--- config.mk ---
export PLATFORM = sky130hd
export DESIGN_NAME = pin_access_filter
export DESIGN_NICKNAME = d
export VERILOG_FILES = /design/src/rtl/pinflt_pkg.sv /design/src/rtl/pinflt_decode.sv /design/src/rtl/pinflt_attr_regs.sv /design/src/rtl/pinflt_pin_slot.sv /design/src/rtl/pin_access_filter.sv
export SDC_FILE = /design/constraint.sdc
export NUM_CORES = 1
export LEC_CHECK = 0
export BUFFER_PORTS_ARGS = -buffer_cell sky130_fd_sc_hd__buf_2
export CAP_MARGIN = 20
export CORE_UTILIZATION = 30
export CTS_CLUSTER_DIAMETER = 30
export CTS_CLUSTER_SIZE = 30
export DETAILED_ROUTE_END_ITERATION = 16
export PLACE_DENSITY = 0.52
export SYNTH_ARGS = -nofsm -noshare
export SYNTH_HDL_FRONTEND = slang
export SYNTH_SLANG_ARGS = --single-unit
--- constraint.sdc ---
create_clock -name clk -period 4.15 [get_ports clk]
set_clock_uncertainty 0.2 [all_clocks]
set_input_delay 0.83 -clock clk [delete_from_list [all_inputs] [get_ports clk]]
set_output_delay 0.83 -clock clk [all_outputs]
set_load 0.03 [all_outputs]
--- src/rtl/pinflt_pkg.sv ---
package pinflt_pkg;
   localparam int CID_W = 3;
   localparam int WL_W  = 1 << CID_W;

   localparam logic [7:0] OFS_SECMASK  = 8'h30;
   localparam logic [7:0] OFS_PRIVMASK = 8'h34;
   localparam logic [7:0] OFS_LOCKMASK = 8'h38;
   localparam logic [7:0] OFS_PINBASE  = 8'h50;
   localparam int         PIN_STRIDE   = 8;

   typedef enum logic [2:0] {
      ACC_NONE, ACC_SEC, ACC_PRIV, ACC_LOCK, ACC_CFG, ACC_SEM
   } acc_kind_e;

   typedef struct packed {
      logic [WL_W-1:0]  wl;
      logic [CID_W-1:0] scid;
      logic             semen;
      logic             cfen;
   } pin_cfg_t;
endpackage

--- src/rtl/pinflt_decode.sv ---
module pinflt_decode
   import pinflt_pkg::*;
#(
   parameter int NPINS  = 16,
   parameter int PIDX_W = 4
) (
   input  logic [7:0]        addr,
   output acc_kind_e         kind,
   output logic [PIDX_W-1:0] pin
);
   localparam logic [8:0] PIN_END = 9'(int'(OFS_PINBASE) + PIN_STRIDE * NPINS);

   logic [7:0] off;
   logic       in_pins;
   logic       unused_off;

   assign off        = addr - OFS_PINBASE;
   assign in_pins    = ({1'b0, addr} >= {1'b0, OFS_PINBASE}) && ({1'b0, addr} < PIN_END)
                       && (addr[1:0] == 2'b00);
   assign unused_off = ^{off[7:3], off[1:0]};

   always_comb begin
      kind = ACC_NONE;
      pin  = '0;
      if (addr == OFS_SECMASK)       kind = ACC_SEC;
      else if (addr == OFS_PRIVMASK) kind = ACC_PRIV;
      else if (addr == OFS_LOCKMASK) kind = ACC_LOCK;
      else if (in_pins) begin
         kind = off[2] ? ACC_SEM : ACC_CFG;
         pin  = off[3 +: PIDX_W];
      end
   end
endmodule

--- src/rtl/pinflt_attr_regs.sv ---
module pinflt_attr_regs #(
   parameter int NPINS = 16
) (
   input  logic             clk,
   input  logic             rst_n,
   input  logic             wr_sec,
   input  logic             wr_priv,
   input  logic             wr_lock,
   input  logic [NPINS-1:0] wdata,
   output logic [NPINS-1:0] sec_q,
   output logic [NPINS-1:0] priv_q,
   output logic [NPINS-1:0] lock_q
);
   always_ff @(posedge clk or negedge rst_n) begin
      if (!rst_n) begin
         sec_q  <= '0;
         priv_q <= '0;
         lock_q <= '0;
      end else begin
         if (wr_sec)  sec_q  <= (sec_q & lock_q) | (wdata & ~lock_q);
         if (wr_priv) priv_q <= (priv_q & lock_q) | (wdata & ~lock_q);
         if (wr_lock) lock_q <= lock_q | wdata;
      end
   end
endmodule

--- src/rtl/pinflt_pin_slot.sv ---
module pinflt_pin_slot
   import pinflt_pkg::*;
#(
   parameter int SEM_CID_MAX = 3
) (
   input  logic             clk,
   input  logic             rst_n,
   input  logic             acc_cfg,
   input  logic             acc_sem,
   input  logic             wr,
   input  pin_cfg_t         wcfg,
   input  logic             wsem,
   input  logic [CID_W-1:0] cid,
   input  logic             req_sec,
   input  logic             req_priv,
   input  logic             pin_sec,
   input  logic             pin_priv,
   input  logic             pin_lock,
   output logic             grant,
   output logic             refused,
   output logic             sem_taken,
   output logic [CID_W-1:0] sem_owner,
   output logic [31:0]      rdata
);
   localparam logic [CID_W-1:0] SEM_LIM = CID_W'(SEM_CID_MAX);

   pin_cfg_t cfg_q;
   logic     attr_ok, trusted, wl_ok, own_ok, sem_wr_ok;

   assign trusted   = req_sec & req_priv;
   assign attr_ok   = (~pin_sec | req_sec) & (~pin_priv | req_priv);
   assign wl_ok     = (cid <= SEM_LIM) & cfg_q.wl[cid];
   assign own_ok    = sem_taken & (sem_owner == cid);
   assign sem_wr_ok = acc_sem & wr & attr_ok & cfg_q.cfen & cfg_q.semen;

   assign refused = (acc_sem & ~attr_ok) | (acc_cfg & (~attr_ok | (wr & ~trusted)));

   always_comb begin
      if (!cfg_q.cfen)      grant = attr_ok;
      else if (cfg_q.semen) grant = attr_ok & own_ok;
      else                  grant = attr_ok & (cfg_q.scid == cid);
   end

   always_ff @(posedge clk or negedge rst_n) begin
      if (!rst_n) begin
         cfg_q     <= '0;
         sem_taken <= 1'b0;
         sem_owner <= '0;
      end else begin
         if (acc_cfg & wr & trusted & ~pin_lock) cfg_q <= wcfg;
         if (sem_wr_ok) begin
            if (wsem & ~sem_taken & wl_ok) begin
               sem_taken <= 1'b1;
               sem_owner <= cid;
            end else if (~wsem & own_ok) begin
               sem_taken <= 1'b0;
            end
         end
      end
   end

   always_comb begin
      rdata = '0;
      if (!refused) begin
         if (acc_cfg)
            rdata = {8'h00, cfg_q.wl, 9'h000, cfg_q.scid, 2'b00, cfg_q.semen, cfg_q.cfen};
         else if (acc_sem && sem_taken)
            rdata = {25'h0, sem_owner, 3'b000, 1'b1};
      end
   end
endmodule

--- src/rtl/pin_access_filter.sv ---
module pin_access_filter
   import pinflt_pkg::*;
#(
   parameter int NPINS       = 16,
   parameter int SEM_CID_MAX = 3,
   localparam int PIDX_W     = (NPINS > 1) ? $clog2(NPINS) : 1
) (
   input  logic              clk,
   input  logic              rst_n,
   input  logic              req_valid,
   input  logic              req_write,
   input  logic [7:0]        req_addr,
   input  logic [31:0]       req_wdata,
   input  logic [2:0]        req_cid,
   input  logic              req_secure,
   input  logic              req_priv,
   output logic              rd_valid,
   output logic [31:0]       rd_data,
   output logic              illegal_pulse,
   output logic [PIDX_W-1:0] illegal_pin,
   output logic [NPINS-1:0]  pin_grant
);
   if (NPINS < 1 || NPINS > 16) begin : g_bad_npins
      $error("pin_access_filter: NPINS must lie in 1..16");
   end
   if (SEM_CID_MAX < 0 || SEM_CID_MAX >= (1 << CID_W)) begin : g_bad_semmax
      $error("pin_access_filter: SEM_CID_MAX out of compartment range");
   end

   acc_kind_e         kind;
   logic [PIDX_W-1:0] dec_pin;
   logic              trusted, rd_req, refused_any;
   logic [NPINS-1:0]  sec_q, priv_q, lock_q;
   logic [NPINS-1:0]  refused_vec, sem_taken;
   logic [CID_W-1:0]  sem_owner [NPINS];
   logic [NPINS*CID_W-1:0] sem_owner_flat;
   logic [31:0]       slot_rdata [NPINS];
   logic [31:0]       rmux;
   pin_cfg_t          wcfg;
   logic              unused_wbits;

   assign trusted      = req_secure & req_priv;
   assign rd_req       = req_valid & ~req_write;
   assign wcfg         = '{wl: req_wdata[23:16], scid: req_wdata[6:4],
                           semen: req_wdata[1], cfen: req_wdata[0]};
   assign unused_wbits = ^{req_wdata[31:24], req_wdata[15:7], req_wdata[3:2]};

   pinflt_decode #(.NPINS(NPINS), .PIDX_W(PIDX_W)) u_dec (
      .addr (req_addr),
      .kind (kind),
      .pin  (dec_pin)
   );

   pinflt_attr_regs #(.NPINS(NPINS)) u_attr (
      .clk     (clk),
      .rst_n   (rst_n),
      .wr_sec  (req_valid & req_write & trusted & (kind == ACC_SEC)),
      .wr_priv (req_valid & req_write & trusted & (kind == ACC_PRIV)),
      .wr_lock (req_valid & req_write & trusted & (kind == ACC_LOCK)),
      .wdata   (req_wdata[NPINS-1:0]),
      .sec_q   (sec_q),
      .priv_q  (priv_q),
      .lock_q  (lock_q)
   );

   for (genvar i = 0; i < NPINS; i++) begin : g_slot
      logic hit;
      assign hit = req_valid & (dec_pin == PIDX_W'(i));
      pinflt_pin_slot #(.SEM_CID_MAX(SEM_CID_MAX)) u_slot (
         .clk       (clk),
         .rst_n     (rst_n),
         .acc_cfg   (hit & (kind == ACC_CFG)),
         .acc_sem   (hit & (kind == ACC_SEM)),
         .wr        (req_write),
         .wcfg      (wcfg),
         .wsem      (req_wdata[0]),
         .cid       (req_cid),
         .req_sec   (req_secure),
         .req_priv  (req_priv),
         .pin_sec   (sec_q[i]),
         .pin_priv  (priv_q[i]),
         .pin_lock  (lock_q[i]),
         .grant     (pin_grant[i]),
         .refused   (refused_vec[i]),
         .sem_taken (sem_taken[i]),
         .sem_owner (sem_owner[i]),
         .rdata     (slot_rdata[i])
      );
      assign sem_owner_flat[i*CID_W +: CID_W] = sem_owner[i];
   end

   assign refused_any = |refused_vec;

   always_comb begin
      rmux = '0;
      unique case (kind)
         ACC_SEC:  rmux = 32'(sec_q);
         ACC_PRIV: rmux = 32'(priv_q);
         ACC_LOCK: rmux = 32'(lock_q);
         default: begin
            for (int k = 0; k < NPINS; k++) rmux = rmux | slot_rdata[k];
         end
      endcase
   end

   always_ff @(posedge clk or negedge rst_n) begin
      if (!rst_n) begin
         rd_valid      <= 1'b0;
         rd_data       <= '0;
         illegal_pulse <= 1'b0;
         illegal_pin   <= '0;
      end else begin
         rd_valid      <= rd_req;
         rd_data       <= rd_req ? rmux : '0;
         illegal_pulse <= req_valid & refused_any;
         illegal_pin   <= dec_pin;
      end
   end
endmodule

=== Word-level counts from Yosys, hierarchy flattened ===
Index checks and enable logic that the tools add are counted.

* Output and inout bits: 54
* Word-level logic and storage cells: 885
* Bits in registers: 358
* Input port bits: 49

* Multiplexer cells: 155
* Reduce and logical (&&, ||, !) cells: 69
* Magnitude comparators: 4
* Equality and inequality tests: 55
* Add/sub/neg operators: 1
* Bitwise gates (word level): 498

{| class="wikitable"
|+ Operators with widths
! cell !! number
|-
| $mux W32 || 33
|-
| $or A32 B32 Y32 || 15
|-
| $and A1 B1 Y1 || 329
|-
| $mux W7 || 16
|-
| $eq A3 B3 Y1 || 32
|-
| $pmux W32 S3 || 1
|-
| $not A1 Y1 || 83
|-
| $mux W1 || 81
|-
| $or A1 B1 Y1 || 64
|-
| $reduce_and A2 Y1 || 32
|-
| $and A16 B16 Y16 || 3
|-
| $bmux W1 S3 || 16
|-
| $or A16 B16 Y16 || 3
|-
| $eq A4 B4 Y1 const B || 8
|-
| $reduce_bool A2 Y1 || 16
|-
| $eq A8 B6 Y1 const B || 3
|-
| $logic_and A1 B1 Y1 || 18
|-
| $eq A4 B3 Y1 const B || 4
|-
| $mux W4 || 4
|-
| $not A16 Y16 || 1
|-
| $reduce_or A16 Y1 || 1
|-
| $mux W3 || 4
|-
| $eq A4 B2 Y1 const B || 2
|-
| $ge A8 B7 Y1 const B || 1
|-
| 10 further kinds || 12
|}

=== Longest topological paths before layout ===
* Depth after elaboration: 31
* Depth in mapped cells: 13
* Mapped depth without buffers: 10

=== Modules after synthesis ===
Synthesis repeated with hierarchy kept, for this count alone.

* Cells, all modules: 2,053
* Area total of the unflattened synthesis: 22,380.2 um^2

{| class="wikitable"
|+ Modules (own cells, without submodules)
! module !! times used !! sequential area each (um^2) !! cells each !! area each (um^2)
|-
| pinflt_pin_slot || 16 || 425.4 || 96 || 1,082.3
|-
| pin_access_filter || 1 || 950.9 || 359 || 2,951.6
|-
| pinflt_attr_regs || 1 || 1,201.2 || 132 || 1,918.1
|-
| pinflt_decode || 1 || 0.0 || 26 || 193.9
|}

=== Worst setup path after synthesis ===
No wires, ideal clock.

* Path kind: input port to output port
* Start point: in req_cid[0]
* End point: out pin_grant[8]
* Stages: 10
* Buffers on the path: 5
* Arrival: 2,848 ps
* Data required time: 3,120 ps
* Slack: 272 ps
* Path through: buf_2 buf_2 buf_2 buf_1 xnor2_1 nand4_1 nand2_1 o21ai_0 a21oi_1 buf_4

* Cells in the longest elaborated chain, start to end: 5
* Elaborated cells on any way between the ends: 7
* Classes of those cells: eq/ne: 2; mux: 2; bitwise: 3

{| class="wikitable"
|+ Ends and longest elaborated chain
! what !! line !! source
|-
| from (decl) || pin_access_filter.sv:14 || <nowiki>input logic [2:0] req_cid,</nowiki>
|-
| $eq A3 B3 Y1 || pinflt_pin_slot.sv:33 || <nowiki>assign own_ok = sem_taken & (sem_owner == cid);</nowiki>
|-
| $and A1 B1 Y1 || pinflt_pin_slot.sv:33 ||
|-
| $and A1 B1 Y1 || pinflt_pin_slot.sv:40 || <nowiki>else if (cfg_q.semen) grant = attr_ok & own_ok;</nowiki>
|-
| $mux W1 * || pinflt_pin_slot.sv:40 ||
|-
| $mux W1 * || pinflt_pin_slot.sv:39 || <nowiki>if (!cfg_q.cfen) grant = attr_ok;</nowiki>
|-
| to (decl) || pin_access_filter.sv:21 || <nowiki>output logic [NPINS-1:0] pin_grant</nowiki>
|}

Mark *: on every way between the ends. The rest lies on a longest branch, timed or not.

=== Worst setup path in the final report ===
* Start point: in req_cid[2]
* End point: out pin_grant[3]

The elaborated chain is that of the path after synthesis.

==> impl_metrics.json <==
{
  "drive_gt1_share_pct": 38.3,
  "syn2layout_area_growth_pct": 28.5,
  "final_util_pct": 39.0,
  "drcViolationCount": 0,
  "io_pins": 103,
  "crit_type": "in -> out",
  "rsz0062_at_grt": "false",
  "clk_pin_slew_worst_paths_ps": 40,
  "yosysSeqAreaShare_pct": 45.7,
  "critical_path_peak_fanout": 15,
  "cts_buffers": 85,
  "cts_buffer_depth": 3,
  "grt_pass1_wl_mm": 107,
  "placed_area_sq_mm": 0.0217,
  "end_kind": "output port",
  "wl_per_cell_um": 25.3,
  "insertion_delay_ps": 620,
  "place.port_buffers": 86,
  "yosysTopAreaCell": "dfrtp_1",
  "track_usage_pct": 22.5,
  "p_leak_uw": 0.0113,
  "post-cts-setup-buffers": 0,
  "clkSinkCount": 350,
  "critPathArrivalTime_ps": 2710,
  "hold_class": "in -> async",
  "dpl.cell_count": 2699,
  "min_period_ps": 3740,
  "gr-total-overflow": 0,
  "via_count": 15722,
  "dieArea_sq_mm": 0.0648,
  "hpwlAfterDp_mm": 54.3,
  "setup_viol": 0,
  "max_freq_mhz": 267,
  "first_iter_violations": 1627,
  "seqPwrFrac_pct": 32.3,
  "worst_pin_slew_ps": 775,
  "yosys_most_used_dff": "dfrtp_1",
  "finalCritPeriodShare_pct": 90.2,
  "cts.repair.resized": 0,
  "htreeDepth": 3,
  "hold_viol": 0,
  "power_frac_clock_pct": 62.2,
  "max-cap-violations": 0,
  "grt_pass1_vias": 15962,
  "p_per_area_mw_per_mm2": 437,
  "nets": 1992,
  "final_common_cell": "dfrtp_1",
  "stdcell_area_sq_mm": 0.0246,
  "power_uw": 10800,
  "cts_tree": "built",
  "crit_required_ps": 3120,
  "start_kind": "input pin",
  "most-common-layout-cells": "dfrtp_1, mux2_2, buf_4",
  "stdcell_count": 2854,
  "core_sq_mm": 0.0631,
  "synth_cells": 1709,
  "run_status": "complete, no violations",
  "synth_cell_types": 94,
  "synth-seq-cells": 350,
  "postSynthAreaPerCell_sq_um": 11.2,
  "cts-root-buf": "clkbuf_16",
  "syn_area_sq_mm": 0.0191,
  "die_x_um": 255,
  "synth_edf_count": 0,
  "drt-total-wl_mm": 72.3,
  "p_sw_share_pct": 23.4,
  "hold_buffers": 0,
  "ys_top_cells_by_area": "dfrtp_1, mux2_2, xnor2_1, xor2_1, nand2_1",
  "p_sw_uw": 2520,
  "start_util_pct": 30.4,
  "first_pass_iters": 9,
  "rows": 92,
  "holdWs_ps": 10.3,
  "grt_max_degree": 80,
  "antenna_found_initial": 7,
  "ys_async_sr_fraction_pct": 100,
  "maxSlewViolCount": 0,
  "synth_top_cell_area_share_pct": 45.7,
  "p_int_uw": 8240,
  "gp_congestion": 0.971,
  "ir_worst_vdd_v": 0.000275,
  "final_antenna_net_count": 0,
  "max_slew_margin_pct": 48.0,
  "p_comb_share_pct": 5.5,
  "die_h_um": 255,
  "via_per_inst": 5.51,
  "yosysWarnings": 0
}
through the flow:
stage / setup slack [ps] / setup TNS [ps]
2_1_floorplan: 272 / 0
3_3_place_gp: -55.6 / -55.6
3_5_place_dp: -61.7 / -61.7
4_1_cts: 369 / 0
5_1_grt: 319 / 0
6_report: 406 / 0
power by group through the flow:
| stage | registers [uW] | logic, uW | clock network [uW] |
|---|---|---|---|
| final | 3470 | 591 | 6690 |
| after detailed placement | 3520 | 586 | 0 |
| after CTS | 3470 | 589 | 6810 |
| after floorplan | 3520 | 290 | 0 |
| after global placement | 3520 | 582 | 0 |
| after global routing | 3470 | 631 | 7000 |
per-layer routing:
metal  GRT usage, %  part of all wire [%]
met4           7.73                   3.2
met5              0                 0.015
met2           34.9                    45
met3           4.09                   6.9
met1           31.3                    44
synthesized netlist by cell type, drive strengths merged (4+ instances only):
library cell	instances
inv	23
o211ai	4
mux4	16
a2111oi	4
or2	4
nor3	53
nor4b	12
o22ai	7
and4	9
a22oi	41
nand2b	23
mux2i	4
nand4	42
nand3	51
mux2	268
xnor2	52
a31oi	9
nor3b	5
o2111ai	5
a22o	22
a222oi	22
and2	9
a21boi	5
nand2	100
nor2	96
a32oi	16
a41oi	4
clkbuf	50
nor4	20
o31ai	14
a221oi	20
o21ai	36
and3	26
nor2b	23
o221ai	7
a21o	18
or4	10
o211a	4
buf	85
or3	8
xor2	46
a21oi	41
dfrtp	350
path summary, 6_finish.rpt:
path / from / endpoint / slack (ps) / cells past startpoint
max: req_cid[2] / pin_grant[3] / 410 / 8
min: rst_n / u_attr.lock_q[9] / 10 / 1
max reg2reg: flop / rd_data[5] / 1120 / 9
min reg2reg: g_slot[4].u_slot.cfg_q[9] / g_slot[4].u_slot.cfg_q[9] / 300 / 1
max in group asynchronous: rst_n / illegal_pin[2] / 2740 / 2
min in group clk: req_wdata[13] / u_attr.lock_q[13] / 250 / 2
critical path, stage by stage:
cell and delay [ps]:
buf_2 470, buf_4 280, xnor2_1 130, nand4_1 130
nand2_1 90, o21ai_0 150, a21oi_1 350, buf_2 270
sequential cells by signal (all words and copies together) (netlist names), named ones only:
signal / count
rd_valid: 1
illegal_pin: 4
g_slot.u_slot.sem_owner: 48
g_slot.u_slot.cfg_q: 208
u_attr.lock_q: 16
rd_data: 24
g_slot.u_slot.sem_taken: 16
illegal_pulse: 1
cell type report:
| cell class | count | area (sq um) |
|---|---|---|
| clock inverter | 40 | 502 |
| antenna | 2 | 5.00 |
| inverter | 23 | 86.3 |
| multi-input combinational | 1208 | 9730 |
| fill | 6192 | 38500 |
| timing repair buffer | 272 | 2030 |
| sequential | 350 | 8760 |
| clock buffer | 113 | 2440 |
| tap | 846 | 1060 |
kinds of logic (layout without fill, tap and decap cells):
| logic type | after synthesis | after routing | share of synthesized area (%) |
|---|---|---|---|
| AND/OR/NAND/NOR | 503 | 503 | 15.2 |
| flip-flops | 350 | 350 | 45.7 |
| AO/OA/AOI/OAI | 308 | 308 | 12.2 |
| multiplexers | 288 | 288 | 17.9 |
| buffers and inverters | 158 | 448 | 4.05 |
| XOR/XNOR | 98 | 98 | 4.68 |
| adder cells (fa/ha/maj) | 3 | 3 | 0.196 |
| other | 1 | 10 | 0.0196 |
Note: power is estimated with default switching activity, not from simulation.
